`config.mk`:
```
export PLATFORM = sky130hd
export DESIGN_NAME = ide_irq_route
export DESIGN_NICKNAME = d
export VERILOG_FILES = /design/src/rtl/ide_irq_pkg.sv /design/src/rtl/ide_irq_mode_track.sv /design/src/rtl/ide_irq_mask_timer.sv /design/src/rtl/ide_irq_router.sv /design/src/rtl/ide_irq_route.sv
export SDC_FILE = /design/constraint.sdc
export NUM_CORES = 1
export LEC_CHECK = 0
export BUFFER_PORTS_ARGS = -buffer_cell sky130_fd_sc_hd__buf_4
export CORE_MARGIN = 8
export CORE_UTILIZATION = 29
export CTS_CLUSTER_DIAMETER = 120
export DETAILED_ROUTE_END_ITERATION = 8
export PLACE_DENSITY = 0.47
export RECOVER_POWER = 100
export SLEW_MARGIN = 20
export SYNTH_ARGS = -nofsm -noshare
export SYNTH_HDL_FRONTEND = slang
export SYNTH_HIERARCHICAL = 1
export SYNTH_SLANG_ARGS = --single-unit
```
`constraint.sdc`:
```
create_clock -name clk -period 2.1 [get_ports clk]
set_input_delay 0.42 -clock clk [delete_from_list [all_inputs] [get_ports clk]]
set_output_delay 0.42 -clock clk [all_outputs]
set_load 0.02 [all_outputs]
```
`src/rtl/ide_irq_pkg.sv`:
```
package ide_irq_pkg;

    typedef enum logic {
        ROUTE_LEGACY = 1'b0,
        ROUTE_NATIVE = 1'b1
    } route_mode_e;

    typedef struct packed {
        logic pri;
        logic sec;
    } chan_req_t;

    typedef struct packed {
        logic pri_line;
        logic sec_line;
        logic shared_n;
    } irq_out_t;

    localparam irq_out_t IRQ_IDLE = '{pri_line: 1'b0, sec_line: 1'b0, shared_n: 1'b1};

    // Output pattern for a given arrangement, request pair and mask state.
    function automatic irq_out_t route_irq(route_mode_e m, chan_req_t r, logic masked);
        irq_out_t o;
        o = IRQ_IDLE;
        if (!masked) begin
            case (m)
                ROUTE_LEGACY: begin
                    o.pri_line = r.pri;
                    o.sec_line = r.sec;
                end
                ROUTE_NATIVE: begin
                    o.shared_n = ~(r.pri | r.sec);
                end
                default: o = IRQ_IDLE;
            endcase
        end
        return o;
    endfunction

endpackage

```
`src/rtl/ide_irq_mode_track.sv`:
```
module ide_irq_mode_track
    import ide_irq_pkg::*;
(
    input  logic        clk,
    input  logic        rst,
    input  logic        native_mode,
    output route_mode_e mode_next,
    output logic        mode_change
);

    route_mode_e mode_q;

    assign mode_next   = route_mode_e'(native_mode);
    assign mode_change = (mode_next != mode_q);

    always_ff @(posedge clk) begin
        if (rst) begin
            mode_q <= ROUTE_LEGACY;
        end else begin
            mode_q <= mode_next;
        end
    end

endmodule

```
`src/rtl/ide_irq_mask_timer.sv`:
```
module ide_irq_mask_timer #(
    parameter int MASK_CYCLES = 16
) (
    input  logic clk,
    input  logic rst,
    input  logic restart,
    output logic mask_next,
    output logic mask_q
);

    generate
        if (MASK_CYCLES > 0) begin : g_cnt
            localparam int CNT_W = $clog2(MASK_CYCLES + 1);
            localparam logic [CNT_W-1:0] LOAD = CNT_W'(MASK_CYCLES);

            logic [CNT_W-1:0] cnt_q;
            logic [CNT_W-1:0] cnt_d;

            always_comb begin
                if (restart) begin
                    cnt_d = LOAD;
                end else if (cnt_q != '0) begin
                    cnt_d = cnt_q - 1'b1;
                end else begin
                    cnt_d = '0;
                end
            end

            always_ff @(posedge clk) begin
                if (rst) begin
                    cnt_q <= '0;
                end else begin
                    cnt_q <= cnt_d;
                end
            end

            assign mask_next = (cnt_d != '0);
            assign mask_q    = (cnt_q != '0);
        end else begin : g_none
            assign mask_next = 1'b0;
            assign mask_q    = 1'b0;
        end
    endgenerate

endmodule

```
`src/rtl/ide_irq_router.sv`:
```
module ide_irq_router
    import ide_irq_pkg::*;
(
    input  logic        clk,
    input  logic        rst,
    input  route_mode_e mode,
    input  chan_req_t   req,
    input  logic        masked,
    output irq_out_t    irq_q
);

    irq_out_t irq_d;

    assign irq_d = route_irq(mode, req, masked);

    always_ff @(posedge clk) begin
        if (rst) begin
            irq_q <= IRQ_IDLE;
        end else begin
            irq_q <= irq_d;
        end
    end

endmodule

```
`src/rtl/ide_irq_route.sv`:
```
module ide_irq_route
    import ide_irq_pkg::*;
#(
    parameter int MASK_CYCLES = 16
) (
    input  logic clk,
    input  logic rst,
    input  logic pri_req,
    input  logic sec_req,
    input  logic native_mode,
    output logic legacy_pri_irq,
    output logic legacy_sec_irq,
    output logic shared_irq_n
);

    chan_req_t   req;
    route_mode_e mode_next;
    logic        mode_change;
    logic        mask_next;
    logic        mask_q;
    irq_out_t    irq_q;

    assign req = '{pri: pri_req, sec: sec_req};

    ide_irq_mode_track u_mode (
        .clk         (clk),
        .rst         (rst),
        .native_mode (native_mode),
        .mode_next   (mode_next),
        .mode_change (mode_change)
    );

    ide_irq_mask_timer #(
        .MASK_CYCLES (MASK_CYCLES)
    ) u_mask (
        .clk       (clk),
        .rst       (rst),
        .restart   (mode_change),
        .mask_next (mask_next),
        .mask_q    (mask_q)
    );

    ide_irq_router u_route (
        .clk    (clk),
        .rst    (rst),
        .mode   (mode_next),
        .req    (req),
        .masked (mask_next),
        .irq_q  (irq_q)
    );

    assign legacy_pri_irq = irq_q.pri_line;
    assign legacy_sec_irq = irq_q.sec_line;
    assign shared_irq_n   = irq_q.shared_n;

endmodule

```
==> impl_metrics.yaml, run 1 <==
outcome:
  status: "finished clean"
power_and_ir_drop:
  peakVddDrop_v: 0.000451
  switching_power_uw: 145
  p_int_uw: 339
  power_density_nw_per_um2: 1080
  finalPower_uw: 485
  clockPowerShare_pct: 26.2
  seqPwrFrac_pct: 45.2
  pwr-share-comb_pct: 28.5
  power.leakage_uw: 0.000175
  p_sw_share_pct: 30.0
global_route:
  grt_pass1_vias: 302
  grt_antenna_before_repair: 0
  overflow: 0
  track_usage_pct: 6.59
  grt_max_degree: 7
  grt_pass1_wl_mm: 1.24
setup_path:
  cp.required_ps: 2240
  end_kind: "register"
  crit_arrival_ps: 1700
  worstSetupPathType: "reg -> reg"
  path_cells: "inv_1, ha_1, a21oi_1, a2bb2oi_1, nor3_1, and2_0"
  cp_top_family: "flip-flops"
  crit_buf_inv: 1
  cpMaxStageDelayCell: "dfxtp_1"
  worstSetupStartpointType: "register"
  cp_num_cells: 6
  cp_max_fo: 6
  r2r_cells: 6
  cp_slowest_stage_delay_ps: 410
sta:
  fmax_ghz: 0.641
  drv_slew: 0
  setup_slack_ps: 540
  final.setup.tns_ps: 0
  setup_viol: 0
  skew_ps: 2.57
  tightest_slew_ps: 742
  finalCriticalPeriod_ps: 1560
  max-slew-margin-rel_pct: 49.8
  rsz0062_at_grt: "false"
  fin_hold_ws_ps: 358
  period_share_pct: 74.3
  final-hold-violation-count: 0
placed_design:
  pre_cts_slack_ps: 385
  portBuffers: 7
  dp_hpwl_um: 575
  placed_cell_area_um2: 447
  gp_congestion: 0.748
die:
  dieWidth_um: 52.3
  start_util_pct: 30.2
  core-area_um2: 1270
  die-area_um2: 2740
  boundaryPins: 8
  die_h_um: 52.3
  num_rows: 13
cells_and_area:
  stdcell_area_um2: 447
  fill_cells: 137
  syn_to_final_growth_pct: 16.7
  final_nets: 54
  final_common_cell: "dfxtp_1"
  final_cell_mix: "dfxtp_1, nor3_1, clkbuf_1"
  antennaDiodeCount: 0
  drive_above_1_share_pct: 19.1
clock_tree:
  cts_setup_buffers: 0
  clk_pin_slew_ps: 60
  numCtsBuffers: 3
  insertion_delay_ps: 250
  cts_buffer_depth: 2
  cts_resized: 0
  ctsHoldBuffers: 0
  root_buffer: "clkbuf_4"
  cts_max_level: 1
  tritoncts: "done"
  clock-sinks: 9
min_path:
  min_path_cells: 2
  hold_class: "in -> reg"
detailed_routing:
  drc_errors: 0
  drtIter0Drc: 3
  ant_nets: 0
  wl_per_cell_um: 11.8
  wl_um: 732
  drt_pass1_iterations: 2
  avgViaCountPerCell: 4.87
  vias: 302
synthesis:
  syn-cell-area_um2: 383
  yosysWarningCount: 6
  synth_nets: 43
  synth_cells: 37
  avgSynthCellArea_um2: 10.3
job:
  cap_violations: 0
[registers in the layout, indices dropped and copies added (netlist names)]
register            cells
u_mask/g_cnt.cnt_q      5
u_mode/mode_q           1
u_route/irq_q           3
[power by group through the flow]
| stage | Combinational (uW) | Sequential, uW | Clock, uW |
|---|---|---|---|
| after floorplan | 117 | 223 | 0 |
| after global placement | 147 | 224 | 0 |
| after detailed placement | 149 | 224 | 0 |
| after CTS | 150 | 221 | 135 |
| after global routing | 154 | 223 | 142 |
| final | 138 | 219 | 127 |
[metal layers]
layer	global-route usage, %	vias up	wire [um]
li1	-	154	-
met1	5.96	139	311
met2	9.88	7	341
met3	5.68	2	70
met4	3.88	0	9
met5	0	-	0
[per-stage QoR]
| stage | utilization (%) | std cells |
|---|---|---|
| 2_1_floorplan | - | 37 |
| 3_3_place_gp | 35.2 | 58 |
| 3_5_place_dp | 35.2 | 58 |
| 4_1_cts | 37.3 | 62 |
| 5_1_grt | 35.2 | 62 |
| 6_report | 35.2 | 62 |
[cell type report]
| class | instances | area [um2] | area share, % |
|---|---|---|---|
| Sequential cell | 9 | 180 | 40.3 |
| Clock buffer | 4 | 26.3 | 5.88 |
| Tap cell | 15 | 18.8 | 4.20 |
| Timing Repair Buffer | 7 | 37.5 | 8.40 |
| Multi-Input combinational cell | 25 | 176 | 39.5 |
| Inverter | 2 | 7.51 | 1.68 |
[path summary, 6_finish.rpt]
kind | startpoint | endpoint | slack, ps
max | u_mask/g_cnt.cnt_q[0] | u_route/irq_q[2] | 540
min | rst | u_mode/mode_q | 360
max reg2reg | u_mask/g_cnt.cnt_q[0] | u_route/irq_q[2] | 540
min reg2reg | u_mask/g_cnt.cnt_q[4] | u_mask/g_cnt.cnt_q[4] | 510
Note: power is estimated with default switching activity, not from simulation.
==> run 2: changes to the inputs <==
- ABC_AREA: unset -> 1
- PLACE_DENSITY: 0.47 -> 0.46
- clock period: 2.1 -> 1.6 ns (I/O delays scaled with it)
==> impl_metrics.yaml, run 2 <==
outcome:
  status: "finished clean"
die:
  die_h_um: 54.6
  die-area_um2: 2980
  num_rows: 14
  dieWidth_um: 54.6
  boundaryPins: 8
  start_util_pct: 29.7
  core-area_um2: 1450
synthesis:
  yosysWarningCount: 6
  yosys-top-cells-area: "dfxtp_1, inv_1, nand2_1"
  synth_nets: 67
  synth_top_cell_by_area: "dfxtp_1"
  ys_seq_area_share_pct: 41.7
  ys_async_sr_fraction_pct: 0
  synth.cells.most_frequent: "inv_1, nand2_1, dfxtp_1"
  synth_cell_types: 16
  syn-cell-area_um2: 432
  synth_edf_count: 0
  synth_top_area_share_pct: 41.7
  avgSynthCellArea_um2: 7.08
  synth-main-ff-cell: "dfxtp_1"
  yosysMostFrequentCell: "inv_1"
  synth_cells: 61
  synth_seq_cells: 9
sta:
  max-slew-margin-rel_pct: 82.3
  finalCriticalPeriod_ps: 1420
  drv_slew: 0
  final-hold-violation-count: 0
  period_share_pct: 88.5
  rsz0062_at_grt: "false"
  final.setup.tns_ps: 0
  setup_viol: 0
  tightest_slew_ps: 266
  fmax_ghz: 0.706
  skew_ps: 4.88
cells_and_area:
  finish.utilization_pct: 35.3
  multiInputGateArea_um2: 180
  fill_cells: 161
  largest_reg_flops: 5
  syn_to_final_growth_pct: 18.8
  drive_above_1_share_pct: 22.2
  seqCellArea_um2: 180
  antennaDiodeCount: 0
  final_nets: 79
  final_common_cell: "inv_1"
  regMostFlops: "u_mask/g_cnt.cnt_q"
  reg_top3: "u_mask/g_cnt.cnt_q (5), u_route/irq_q (3), u_mode/mode_q (1)"
  final_cell_mix: "inv_1, nand2_1, dfxtp_1"
placed_design:
  portBuffers: 7
  dp_hpwl_um: 600
  gp_congestion: 0.719
clock_tree:
  clk_pin_slew_ps: 60
  numCtsBuffers: 3
  cts_buffer_depth: 2
  insertion_delay_ps: 260
  cts_resized: 0
  cts_setup_buffers: 0
  root_buffer: "clkbuf_4"
  ctsHoldBuffers: 0
  clock-sinks: 9
  cts_max_level: 1
  tritoncts: "done"
power_and_ir_drop:
  finalPower_uw: 635
  power.leakage_uw: 0.000252
  power_density_nw_per_um2: 1240
  peakVddDrop_v: 0.000484
setup_path:
  cp.required_ps: 1800
  r2r_cells: 10
  worstSetupStartpointType: "register"
  end_kind: "register"
  crit_arrival_ps: 1610
  cp_max_fo: 4
  worstSetupPathType: "reg -> reg"
min_path:
  hold_class: "in -> reg"
  min_path_cells: 2
detailed_routing:
  wl_um: 758
  wl_per_cell_um: 8.61
  avgViaCountPerCell: 4.11
  vias: 362
  drc_errors: 0
  drtIter0Drc: 6
  ant_nets: 0
  drt_pass1_iterations: 2
global_route:
  overflow: 0
  grt_pass1_vias: 361
  grt_antenna_before_repair: 0
  track_usage_pct: 6.61
  grt_pass1_wl_mm: 1.39
  grt_max_degree: 8
job:
  cap_violations: 0
## run 2: cells by family (layout without fill, tap and decap cells)
group	Yosys count	count (layout)	share of synthesized area [%]
and+or+nand+nor	32	32	36.5
DFF	9	9	41.7
AOI/OAI and AO/OA	2	2	2.90
buffers and inverters	17	28	15.9
adders and majority gates	1	1	2.90
## run 2: through the flow
stage | setup WS, ps | cells | hold WS, ps | instance area [um2]
global placement | 132 | 84 | 445 | 504
global route | 17.6 | 88 | 290 | 513
finish | 184 | 88 | 278 | 513
detailed placement | 158 | 84 | 437 | 504
CTS | 161 | 88 | 265 | 531
floorplan | 298 | 61 | 389 | 432
## run 2: area by class of cell
type / instances / share of cell area (%)
Sequential cell: 9 / 35.1
Multi-Input combinational cell: 35 / 35.1
Inverter: 16 / 12.0
Timing Repair Buffer: 8 / 8.78
Clock buffer: 4 / 5.12
Tap cell: 16 / 3.90
## run 2: report_power, final
group	leakage, uW	switching, uW	internal, uW	total (uW)
clock network	0.0000150	76.7	96.0	173
logic	0.000164	121	78.0	199
registers	0.0000738	15.0	248	263
total	0.000252	212	422	635
## run 2: final timing paths
kind,slack [ps],end,from
max reg2reg,180,u_route/irq_q[1],u_mask/g_cnt.cnt_q[0]
min,280,u_route/irq_q[0],native_mode
max,180,u_route/irq_q[1],u_mask/g_cnt.cnt_q[0]
min reg2reg,450,u_mask/g_cnt.cnt_q[0],u_mask/g_cnt.cnt_q[0]
## run 2: routing by layer
| layer | track usage, % | share of wire [%] | up-vias |
|---|---|---|---|
| met5 | 0 | 0 | - |
| met4 | 7.38 | 1.6 | 0 |
| li1 | - | - | 203 |
| met1 | 7.40 | 48 | 151 |
| met2 | 9.25 | 46 | 6 |
| met3 | 1.90 | 3.8 | 2 |
## run 2: worst max-delay path: stages (launching register included)
cell,delay [ps]
dfxtp_1,320
inv_1,80
ha_2,200
nand3_1,160
clkinv_2,110
nor2_2,40
nor2_2,70
nand3_1,80
nor2_2,130
nand2_1,80
nor2_1,80
==> run 3: changes to the inputs <==
- PLACE_DENSITY: 0.46 -> 0.47
- SYNTH_HIERARCHICAL: 1 -> unset
==> impl_metrics.yaml, run 3 <==
cells_and_area:
  largest_reg_flops: 5
  drive_above_1_share_pct: 13.8
  regMostFlops: "u_mask.g_cnt.cnt_q"
  reg_top3: "u_mask.g_cnt.cnt_q (5), u_route.irq_q (3), u_mode.mode_q (1)"
  stdcell_area_um2: 469
  antennaDiodeCount: 0
  final_cell_mix: "inv_1, nand2_1, nor2_1, dfxtp_1"
  syn_to_final_growth_pct: 19.0
  finish.utilization_pct: 36.5
  final_nets: 72
placed_design:
  dp_hpwl_um: 560
  placed_cell_area_um2: 465
  gp_congestion: 0.729
  portBuffers: 7
setup_path:
  cp_max_fo: 4
  worstSetupStartpointType: "register"
  cp.required_ps: 1800
  worstSetupPathType: "reg -> reg"
  end_kind: "register"
  crit_arrival_ps: 1540
synthesis:
  synth_cells: 54
  synth_fa_ha_area_share_pct: 3.17
  yosysWarningCount: 0
  synth_seq_cells: 9
  yosys-top-cells-area: "dfxtp_1, inv_1, nand2_1"
  synth-main-ff-cell: "dfxtp_1"
  synth_top_cell_by_area: "dfxtp_1"
  synth_top_family_by_area: "simple AND/OR/NAND/NOR gates"
  synth_mux_area_share_pct: 0
  synth_top_area_share_pct: 45.7
  synth.cells.most_frequent: "inv_1, nand2_1, dfxtp_1"
  synth_nets: 60
  ys_async_sr_fraction_pct: 0
  synth_compound_area_share_pct: 1.27
  syn-cell-area_um2: 394
  avgSynthCellArea_um2: 7.30
  synthSimpleGateAreaFrac_pct: 37.1
  synth_edf_count: 0
  ys_seq_area_share_pct: 45.7
  synth_cell_types: 13
  synth_xor_area_share_pct: 2.22
die:
  die-area_um2: 2790
  boundaryPins: 8
  dieWidth_um: 52.9
  num_rows: 13
  die_h_um: 52.9
  start_util_pct: 30.7
  core-area_um2: 1280
detailed_routing:
  drtIter0Drc: 4
  drt_pass1_iterations: 3
  drc_errors: 0
  avgViaCountPerCell: 4.10
  ant_nets: 0
  vias: 328
  wl_per_cell_um: 8.75
  wl_um: 700
sta:
  fmax_ghz: 0.747
  setup_viol: 0
  final.setup.tns_ps: 0
  skew_ps: 4.78
  rsz0062_at_grt: "false"
  max-slew-margin-rel_pct: 80.8
  fin_hold_ws_ps: 291
  tightest_slew_ps: 288
  period_share_pct: 83.7
  finalCriticalPeriod_ps: 1340
  drv_slew: 0
  final-hold-violation-count: 0
power_and_ir_drop:
  power.leakage_uw: 0.000233
  p_sw_share_pct: 30.1
  p_int_uw: 384
  switching_power_uw: 165
  peakVddDrop_v: 0.000439
  seqPwrFrac_pct: 45.7
  clockPowerShare_pct: 31.6
  pwr-share-comb_pct: 22.7
  power_density_nw_per_um2: 1170
clock_tree:
  numCtsBuffers: 3
  clk_pin_slew_ps: 60
  cts_resized: 0
  cts_buffer_depth: 2
  cts_max_level: 1
  cts_setup_buffers: 0
  root_buffer: "clkbuf_4"
  insertion_delay_ps: 260
  clock-sinks: 9
  ctsHoldBuffers: 0
  tritoncts: "done"
global_route:
  grt_antenna_before_repair: 0
  track_usage_pct: 6.49
  grt_pass1_vias: 321
  grt_pass1_wl_mm: 1.26
  grt_max_degree: 8
  overflow: 0
outcome:
  status: "finished clean"
job:
  cap_violations: 0
min_path:
  hold_class: "in -> reg"
run 3: cell types whose count changed in the layout (fill, tap and decap cells not counted), sizes merged:
cell / delta
o211ai: -1
nand2: -3
xor2: +1
nand4: +1
nand3: +1
inv: -3
nor2: +1
clkinv: -2
nor4: -1
buf: -1
run 3: power by group through the flow:
stage | registers [uW] | logic [uW] | clock network, uW
2_1_floorplan | 258 | 103 | 0
6_report | 251 | 125 | 174
5_1_grt | 253 | 147 | 196
3_5_place_dp | 256 | 137 | 0
4_1_cts | 251 | 138 | 181
3_3_place_gp | 256 | 139 | 0
run 3: worst max-delay path, cell delays in order, from the launching register on:
cell and delay (ps):
dfxtp_1 290, inv_1 100, ha_1 220, nand3_1 160, nand3_1 130, nand2_1 60, nor2_1 140, nand3_2 90
nor2_1 90
run 3: path summary, 6_finish.rpt:
path | from | to | slack [ps] | depth (start not counted)
max | u_mask.g_cnt.cnt_q[0] | u_route.irq_q[2] | 260 | 8
min | sec_req | u_route.irq_q[1] | 290 | 3
max reg2reg | u_mask.g_cnt.cnt_q[0] | u_route.irq_q[2] | 260 | 8
min reg2reg | u_mask.g_cnt.cnt_q[4] | u_mask.g_cnt.cnt_q[4] | 500 | 2
run 3: cell families (layout without fill, tap and decap cells):
kind of cell,count (synthesis),in the layout
AO/OA/AOI/OAI,1,1
XOR/XNOR,1,1
adder cells (fa/ha/maj),1,1
buffers and inverters,11,22
flip-flops,9,9
AND/OR/NAND/NOR,31,31
run 3: per-stage QoR:
step / std cells / total power, uW / setup slack, ps
global placement: 76 / 395 / 301
global route: 80 / 595 / 106
detailed placement: 76 / 393 / 303
finish: 80 / 549 / 261
CTS: 80 / 569 / 292
floorplan: 54 / 361 / 463
run 3: layer usage:
metal	track usage, %	routed length [um]	vias to the layer above
met5	0	0	-
met3	3.36	34	2
met4	6.47	8	0
met1	7.54	366	133
li1	-	-	185
met2	8.01	291	8
run 3: final cells by class:
| cell class | count | area (um2) |
|---|---|---|
| inverter | 11 | 41.3 |
| multi-input combinational | 34 | 165 |
| clock buffer | 4 | 26.3 |
| timing repair buffer | 7 | 37.5 |
| sequential | 9 | 180 |
| tap | 15 | 18.8 |
| fill | 151 | 816 |
